<file path="src/rtl/sdcol_pkg.sv">
package sdcol_pkg;

    // Beat ordering latched for a running burst
    typedef enum logic [1:0] {
        ORD_SEQ  = 2'd0,
        ORD_ILV  = 2'd1,
        ORD_PAGE = 2'd2
    } order_e;

    // Length codes below this value are fixed bursts of 2**code beats
    localparam int FIXED_CODES = 4;

endpackage

</file>
<file path="src/rtl/sdcol_len_dec.sv">
module sdcol_len_dec
    import sdcol_pkg::*;
#(
    parameter int COL_W = 8,
    parameter int BLS_W = 3
) (
    input  logic [BLS_W-1:0] bl_sel_i,
    input  logic             interleave_i,
    output logic [COL_W-1:0] mask_o,
    output order_e           order_o
);

    logic is_page;

    assign is_page = (int'(bl_sel_i) >= FIXED_CODES);

    // One mask bit per column bit: set when that bit lies inside the burst block
    for (genvar i = 0; i < COL_W; i++) begin : g_mask
        assign mask_o[i] = is_page ? 1'b1 : (i < int'(bl_sel_i));
    end

    always_comb begin
        if (is_page)
            order_o = ORD_PAGE;
        else if (interleave_i)
            order_o = ORD_ILV;
        else
            order_o = ORD_SEQ;
    end

endmodule

</file>
<file path="src/rtl/sdcol_addr_gen.sv">
module sdcol_addr_gen
    import sdcol_pkg::*;
#(
    parameter int COL_W = 8
) (
    input  logic [COL_W-1:0] base_i,
    input  logic [COL_W-1:0] beat_i,
    input  logic [COL_W-1:0] mask_i,
    input  order_e           order_i,
    output logic [COL_W-1:0] col_o
);

    logic [COL_W-1:0] sum;
    logic [COL_W-1:0] flip;

    assign sum  = base_i + beat_i;
    assign flip = base_i ^ beat_i;

    // Bits inside the block follow the ordering; bits above it keep the base
    for (genvar i = 0; i < COL_W; i++) begin : g_bit
        always_comb begin
            if (!mask_i[i])
                col_o[i] = base_i[i];
            else if (order_i == ORD_ILV)
                col_o[i] = flip[i];
            else
                col_o[i] = sum[i];
        end
    end

endmodule

</file>
<file path="src/rtl/sdcol_ctrl.sv">
module sdcol_ctrl
    import sdcol_pkg::*;
#(
    parameter int COL_W = 8
) (
    input  logic             clk,
    input  logic             rst_n,
    input  logic             start_i,
    input  logic             stop_i,
    input  logic [COL_W-1:0] start_col_i,
    input  logic [COL_W-1:0] mask_i,
    input  order_e           order_i,
    output logic             active_o,
    output logic             last_o,
    output logic [COL_W-1:0] base_o,
    output logic [COL_W-1:0] beat_o,
    output logic [COL_W-1:0] mask_o,
    output order_e           order_o
);

    typedef struct packed {
        logic             active;
        logic [COL_W-1:0] base;
        logic [COL_W-1:0] beat;
        logic [COL_W-1:0] mask;
        order_e           order;
    } state_t;

    state_t st_d, st_q;
    logic   final_beat;

    // A full-page burst never reaches a final beat
    assign final_beat = st_q.active && (st_q.order != ORD_PAGE)
                        && (st_q.beat == st_q.mask);

    always_comb begin
        st_d = st_q;
        if (start_i) begin
            st_d.active = 1'b1;
            st_d.base   = start_col_i;
            st_d.beat   = '0;
            st_d.mask   = mask_i;
            st_d.order  = order_i;
        end else if (st_q.active && (stop_i || final_beat)) begin
            st_d.active = 1'b0;
            st_d.beat   = '0;
        end else if (st_q.active) begin
            st_d.beat   = st_q.beat + 1'b1;
        end
    end

    always_ff @(posedge clk or negedge rst_n) begin
        if (!rst_n) begin
            st_q <= '{active: 1'b0, base: '0, beat: '0, mask: '0, order: ORD_SEQ};
        end else begin
            st_q <= st_d;
        end
    end

    assign active_o = st_q.active;
    assign last_o   = final_beat;
    assign base_o   = st_q.base;
    assign beat_o   = st_q.beat;
    assign mask_o   = st_q.mask;
    assign order_o  = st_q.order;

endmodule

</file>
<file path="src/rtl/sdram_col_seq.sv">
module sdram_col_seq
    import sdcol_pkg::*;
#(
    parameter int COL_W = 8,
    parameter int BLS_W = 3
) (
    input  logic             clk,
    input  logic             rst_n,
    input  logic             start_i,
    input  logic [COL_W-1:0] start_col_i,
    input  logic [BLS_W-1:0] bl_sel_i,
    input  logic             interleave_i,
    input  logic             stop_i,
    output logic [COL_W-1:0] col_o,
    output logic             beat_vld_o,
    output logic             last_o
);

    logic [COL_W-1:0] dec_mask;
    order_e           dec_order;
    logic             act;
    logic             fin;
    logic [COL_W-1:0] base_q;
    logic [COL_W-1:0] beat_q;
    logic [COL_W-1:0] mask_q;
    order_e           order_q;
    logic [COL_W-1:0] col_raw;

    sdcol_len_dec #(.COL_W(COL_W), .BLS_W(BLS_W)) u_dec (
        .bl_sel_i     (bl_sel_i),
        .interleave_i (interleave_i),
        .mask_o       (dec_mask),
        .order_o      (dec_order)
    );

    sdcol_ctrl #(.COL_W(COL_W)) u_ctrl (
        .clk         (clk),
        .rst_n       (rst_n),
        .start_i     (start_i),
        .stop_i      (stop_i),
        .start_col_i (start_col_i),
        .mask_i      (dec_mask),
        .order_i     (dec_order),
        .active_o    (act),
        .last_o      (fin),
        .base_o      (base_q),
        .beat_o      (beat_q),
        .mask_o      (mask_q),
        .order_o     (order_q)
    );

    sdcol_addr_gen #(.COL_W(COL_W)) u_addr (
        .base_i  (base_q),
        .beat_i  (beat_q),
        .mask_i  (mask_q),
        .order_i (order_q),
        .col_o   (col_raw)
    );

    assign col_o      = act ? col_raw : '0;
    assign beat_vld_o = act;
    assign last_o     = fin;

endmodule

</file>
<file path="config.mk">
export PLATFORM = sky130hd
export DESIGN_NAME = sdram_col_seq
export DESIGN_NICKNAME = d
export VERILOG_FILES = /design/src/rtl/sdcol_pkg.sv /design/src/rtl/sdcol_len_dec.sv /design/src/rtl/sdcol_addr_gen.sv /design/src/rtl/sdcol_ctrl.sv /design/src/rtl/sdram_col_seq.sv
export SDC_FILE = /design/constraint.sdc
export NUM_CORES = 1
export LEC_CHECK = 0
export BUFFER_PORTS_ARGS = -buffer_cell sky130_fd_sc_hd__buf_2
export CAP_MARGIN = 20
export CORE_ASPECT_RATIO = 0.75
export CORE_MARGIN = 8
export CORE_UTILIZATION = 45
export CTS_CLUSTER_DIAMETER = 200
export DETAILED_ROUTE_END_ITERATION = 16
export PLACE_DENSITY = 0.65
export SYNTH_ARGS = -nofsm -noshare
export SYNTH_HDL_FRONTEND = slang
export SYNTH_SLANG_ARGS = --single-unit
</file>
<file path="constraint.sdc">
create_clock -name clk -period 2.55 [get_ports clk]
set_input_delay 0.3825 -clock clk [delete_from_list [all_inputs] [get_ports clk]]
set_output_delay 0.3825 -clock clk [all_outputs]
set_load 0.02 [all_outputs]
</file>
**Word level (Yosys, flattened, before mapping)**

Cells that the tools add are included.

- Output and inout bits: 10
- Register bits after elaboration: 27

- Multiplexer cells: 32
- $lt $le $gt $ge: 8
- Bitwise logic cells: 1
- $add $sub $neg: 2
- Eq/ne operators: 3
- Reductions and logical operators: 6

Operator list:

| kind | count |
|---|---|
| 8-bit 2-to-1 mux | 4 |
| 1-bit 2-to-1 mux | 27 |
| 3-bit < comparator (first input constant) | 3 |
| 8-bit by 1-bit adder with 8-bit output (second input constant) | 1 |
| 8-bit adder | 1 |
| 8-bit equality test | 1 |
| 8-bit XOR | 1 |
| 1-bit by 3-bit < comparator with 1-bit output (first input constant) | 2 |
| 2-bit by 3-bit < comparator with 1-bit output (first input constant) | 2 |
| 3-bit >= comparator (second input constant) | 1 |
| 1-bit logical AND | 3 |
| 3-bit nonzero test | 1 |
| 2-bit by 1-bit equality test with 1-bit output (second input constant) | 1 |
| 2-bit 2-to-1 mux | 1 |
| 2-bit != test (second input constant) | 1 |
| 2-bit nonzero test | 1 |
| 1-bit logical OR | 1 |

**Depth between registers and ports, before layout**

- Depth in word-level cells: 7
- Mapped depth: 6
- Gate-level depth less buffers: 6

**Hierarchy**

A second synthesis with hierarchy kept.

- Cell total of the unflattened synthesis: 169
- Area total of the unflattened synthesis: 1730.4 um^2

Modules (own cells, without submodules):

| module | cells each | area each (um^2) | times used | sequential area each (um^2) |
|---|---|---|---|---|
| sdcol_ctrl | 96 | 1206.2 | 1 | 675.6 |
| sdcol_addr_gen | 54 | 406.6 | 1 | 0.0 |
| sdcol_len_dec | 11 | 67.6 | 1 | 0.0 |
| sdram_col_seq | 8 | 50.0 | 1 | 0.0 |

**Worst setup path before layout**

Ideal clock, no wire load.

- Path type: register to output
- Start: register u_ctrl.st_q, in the netlist u_ctrl.beat_o[0]
- End: output col_o[6]
- Arrival: 2.122 ns
- Cell stages (with the launch flop): 7
- Setup slack: 0.046 ns
- Required time: 2.168 ns
- Cell sequence: dfrtp_1 -> ha_1 -> fa_1 -> a211o_1 -> o211ai_1 -> a211oi_1 -> a211oi_1

- Longest elaborated chain between the ends: 4

RTL lines:

| what | RTL line | source |
|---|---|---|
| start: declaration | sdcol_ctrl.sv:29 | `state_t st_d, st_q;` |
| start signal: assignment | sdcol_ctrl.sv:54 | `st_q <= '{active: 1'b0, base: '0, beat: '0, mask: '0, order: ORD_SEQ};` |
| start signal: assignment | sdcol_ctrl.sv:56 | `st_q <= st_d;` |
| 8-bit adder | sdcol_addr_gen.sv:16 | `assign sum = base_i + beat_i;` |
| 1-bit 2-to-1 mux | sdcol_addr_gen.sv:24 | `else if (order_i == ORD_ILV)` |
| 1-bit 2-to-1 mux | sdcol_addr_gen.sv:22 | `if (!mask_i[i])` |
| 8-bit 2-to-1 mux | sdram_col_seq.sv:60 | `assign col_o = act ? col_raw : '0;` |
| end: declaration | sdram_col_seq.sv:14 | `output logic [COL_W-1:0] col_o,` |

No other way between the ends.

**Final worst setup path**

Ends and elaborated chain as after synthesis.

==> summary.md <==
| Metric | Value |
|---|---|
| Worst Skew | `roughly 0.0055 ns` |
| Final setup viols | `1` |
| Unrepaired setup endpoints after global routing | `true` |
| Maximum VDD drop | `a little under 0.3 mV` |
| Fin. max-slew vios | `0` |
| Share of cells above drive strength 1 | `26.5%` |
| Fin. Hold Viols | `0` |
| Hold crit path type | `in2async` |
| Crit Path Max Fanout | `3` |
| I/O pin cnt | `26` |
| Wirelength, routed | `~4100 microns` |
| Largest family of logic cells by synthesized area | `compound AO/OA/AOI/OAI gates` |
| RR Startpoint | `u_ctrl.beat_o[1]` |
| Largest net degree at the start of global routing | `27` |
| PD cells | `about 490 nW/um^2` |
| Clock buffer depth | `2` |
| Cell variety after synth | `41` |
| Std-Cell Rows | `18` |
| WP data arrival | `around 2.2 ns` |
| Relative slew slack | `a little over three fifths` |
| Die width | `84.5 microns` |
| Critical path type | `reg2out` |
| First-pass GRT wire length | `about 7100 microns` |
| DRC | `0` |
| Fraction of registers with async set/reset | `100%` |
| Total power | `around 0.93 mW` |
| Mux share of post-synthesis cell area | `~6.3%` |
| Synth Cell Area | `~1600 sq um` |
| Crit share post-route | `101%` |
| Final nets | `230` |
| CTS tree | `yes` |
| Clock root cell | `clkbuf_8` |
| Synth Area in Simple Gates | `roughly 18%` |
| Final critical-path required period | `about 2.6 ns` |
| Port Buffers | `25` |
| P_leak | `about 0.84 nW` |
| Post-synth EDFFs | `0` |
| HPWL Detailed | `approximately 3000 microns` |
| Cts hold-fix bufs | `0` |
| Syn Nets | `just under 200` |
| Seq pwr share | `49.7%` |
| Final design area excluding fillers | `around 1900 sq um` |
| Status | `finished with violations` |
| Avg Cell Area, Syn | `just over 9 sq um` |
| Avg WL per Cell | `16.9 microns` |
| Worst setup EP type | `output pin` |
| Cell Int Power | `around 0.63 mW` |
| Combinational power share | `about a quarter` |
| Critical Path RT | `around 2.2 ns` |
| Vias in the first global route | `between 1k and 1.5k` |
| Crit path launch type | `register` |
| Violated checks | `negative setup slack` |
| H-tree depth | `1` |
| Post-route setup slack | `-0.0344 ns` |
| Final antenna-violating net count | `0` |
| Reg-to-reg setup timing slack | `around 0.6 ns` |
| GRT Util Overall | `approximately 15%` |
| Worst-path clk slew | `approximately 0.090 ns` |
| P&R area growth vs syn | `19.5%` |
| NetSw | `a little under 0.3 mW` |
| Worst slew pin tran | `0.562 ns` |
| Switching Fraction | `between 30% and 40%` |
| Num CTS Buffers | `3` |
| TritonRoute pass-1 iters | `4` |
| Placed Area | `roughly 1800 sq um` |
| Later-pin clock latency in the skew report | `0.27 ns` |
| Synth Area in XOR/XNOR | `under 10%` |
| Initial core utilization | `around 48%` |
| Gate Count Post-Synth | `170` |
| Vias per inst | `5.85` |
| Synth Area in Compound Gates | `18.1%` |
| Yosys warning count | `0` |
| Adder-Cell Fraction of Synth Area | `7.58%` |
| Number of diodes | `0` |
| Vias | `1,427` |
| Synth Flop Type | `dfrtp_1` |
| Initial antenna violation count | `0` |
| Core area | `~3300 sq um` |
| Max_cap viols | `0` |
| Clock Power Share | `about a quarter` |
| R2R Path End | `u_ctrl.beat_o[0]` |
| Die area | `5690 sq um` |
| Fill cells | `between 300 and 400` |
| Routability cong. | `between 0.9 and 1` |
| Congestion Overflow GR | `0` |
| Hold WS | `0.0908 ns` |
| Worst reg-to-reg path cell count | `6` |
| Flops & latches, synth | `25` |
| Total negative slack | `-0.0344 ns` |
| Initial drt markers | `85` |
| Num Clock Sinks | `25` |
| Maximum clock frequency | `387 MHz` |
| Register area share after synthesis | `around 39%` |
| Die Height | `67.4 microns` |
sequential cells by signal, indices dropped and copies added, names as in the netlist:
| register | flops |
|---|---|
| u_ctrl.base_o | 8 |
| u_ctrl.beat_o | 8 |
| u_ctrl.mask_o | 7 |
| u_ctrl.active_o | 1 |
| u_ctrl.order_o | 1 |
cell usage in the layout (no fill, tap or decap), types with 3 or more instances in the layout:
cell type | netlist | final
nor3_1 | 4 | 4
a21oi_1 | 6 | 6
nand3_1 | 4 | 4
a21o_1 | 4 | 4
ha_1 | 8 | 5
a211oi_1 | 6 | 6
buf_2 | 2 | 23
xor2_1 | 4 | 4
inv_1 | 8 | 8
mux2_2 | 8 | 8
nor2_1 | 21 | 21
o21ai_0 | 10 | 9
nand4_1 | 5 | 5
clkbuf_8 | 0 | 3
dfrtp_1 | 25 | 23
buf_4 | 0 | 11
nand2_1 | 12 | 12
xnor2_1 | 10 | 10
power groups by stage:
stage	combinational, mW	clock, mW	sequential, mW
floorplan	0.142	0	0.455
global placement	0.202	0	0.464
detailed placement	0.208	0	0.467
CTS	0.223	0.247	0.459
global route	0.251	0.260	0.465
finish	0.227	0.240	0.460
synthesized netlist by cell type, types with 2 or more instances:
| cell type | count | area, sq um |
|---|---|---|
| nor4_1 | 2 | 12.5 |
| mux2_2 | 8 | 90.1 |
| o211ai_1 | 2 | 15.0 |
| o21ai_0 | 10 | 50.1 |
| ha_1 | 8 | 100 |
| nand2b_1 | 2 | 12.5 |
| xor2_1 | 4 | 35.0 |
| buf_2 | 2 | 10.0 |
| dfrtp_1 | 25 | 626 |
| or4_1 | 2 | 15.0 |
| a21o_1 | 4 | 30.0 |
| nor3_1 | 4 | 20.0 |
| nand3_1 | 4 | 20.0 |
| a31oi_1 | 2 | 12.5 |
| nand4_1 | 5 | 31.3 |
| nand2_1 | 12 | 45.0 |
| a211oi_1 | 6 | 45.0 |
| nand3b_1 | 2 | 15.0 |
| a21oi_1 | 6 | 30.0 |
| nor2_1 | 21 | 78.8 |
| inv_1 | 8 | 30.0 |
| xnor2_1 | 10 | 87.6 |
| a211o_1 | 2 | 17.5 |
| clkbuf_1 | 2 | 7.51 |
layer usage:
layer	vias up	global-route usage, %	routed length [microns]
met2	30	27.4	1950
li1	689	-	-
met4	0	3.53	47
met5	-	0	0
met1	699	18.5	1960
met3	9	4.12	175
worst max-delay path by stage:
stage / startpoint / to / slack, ns / depth (start not counted)
finish: u_ctrl.beat_o[0] / col_o[6] / -0.03 / 7
global route: u_ctrl.base_o[0] / col_o[6] / -0.10 / 7
CTS: u_ctrl.beat_o[0] / col_o[6] / -0.01 / 7
detailed placement: u_ctrl.base_o[0] / col_o[6] / 0.15 / 7
global placement: u_ctrl.base_o[0] / col_o[6] / 0.20 / 7
floorplan: u_ctrl.beat_o[0] / col_o[6] / 0.05 / 6
through the flow:
step | setup slack [ns] | cells | utilization [%]
after floorplan | 0.0458 | 170 | -
after global placement | 0.201 | 234 | 52.9
after detailed placement | 0.146 | 234 | 52.9
after CTS | -0.0148 | 243 | 56.3
after global routing | -0.103 | 244 | 56.8
final | -0.0344 | 244 | 56.8
worst max-delay path, stage by stage (launching register included):
cell and delay [ns]:
dfrtp_1 0.41, ha_2 0.22, fa_2 0.37, a211o_1 0.27
o211ai_1 0.15, a211oi_1 0.13, a211oi_1 0.18, buf_2 0.20
cells by family (layout without fill, tap and decap cells):
logic type,count (synthesis),count (layout)
AO/OA/AOI/OAI,42,42
AND/OR/NAND/NOR,58,58
buffers and inverters,13,47
multiplexers,9,9
adder cells (fa/ha/maj),9,9
flip-flops,25,25
XOR/XNOR,14,14
cell type report:
| class | instances | area [sq um] | share of cell area [%] |
|---|---|---|---|
| Multi-Input combinational cell | 132 | 938 | 49.6 |
| Sequential cell | 25 | 628 | 33.2 |
| Timing Repair Buffer | 34 | 198 | 10.4 |
| Tap cell | 40 | 50.0 | 2.64 |
| Clock buffer | 4 | 45.0 | 2.38 |
| Inverter | 9 | 33.8 | 1.78 |
what timing repair did:
action	CTS	global route
setup endpoints to repair	3	5
pin swaps	5	5
gates resized for setup	5	5
setup buffers	5	1
No activity file was read; power rests on OpenSTA's default activity.
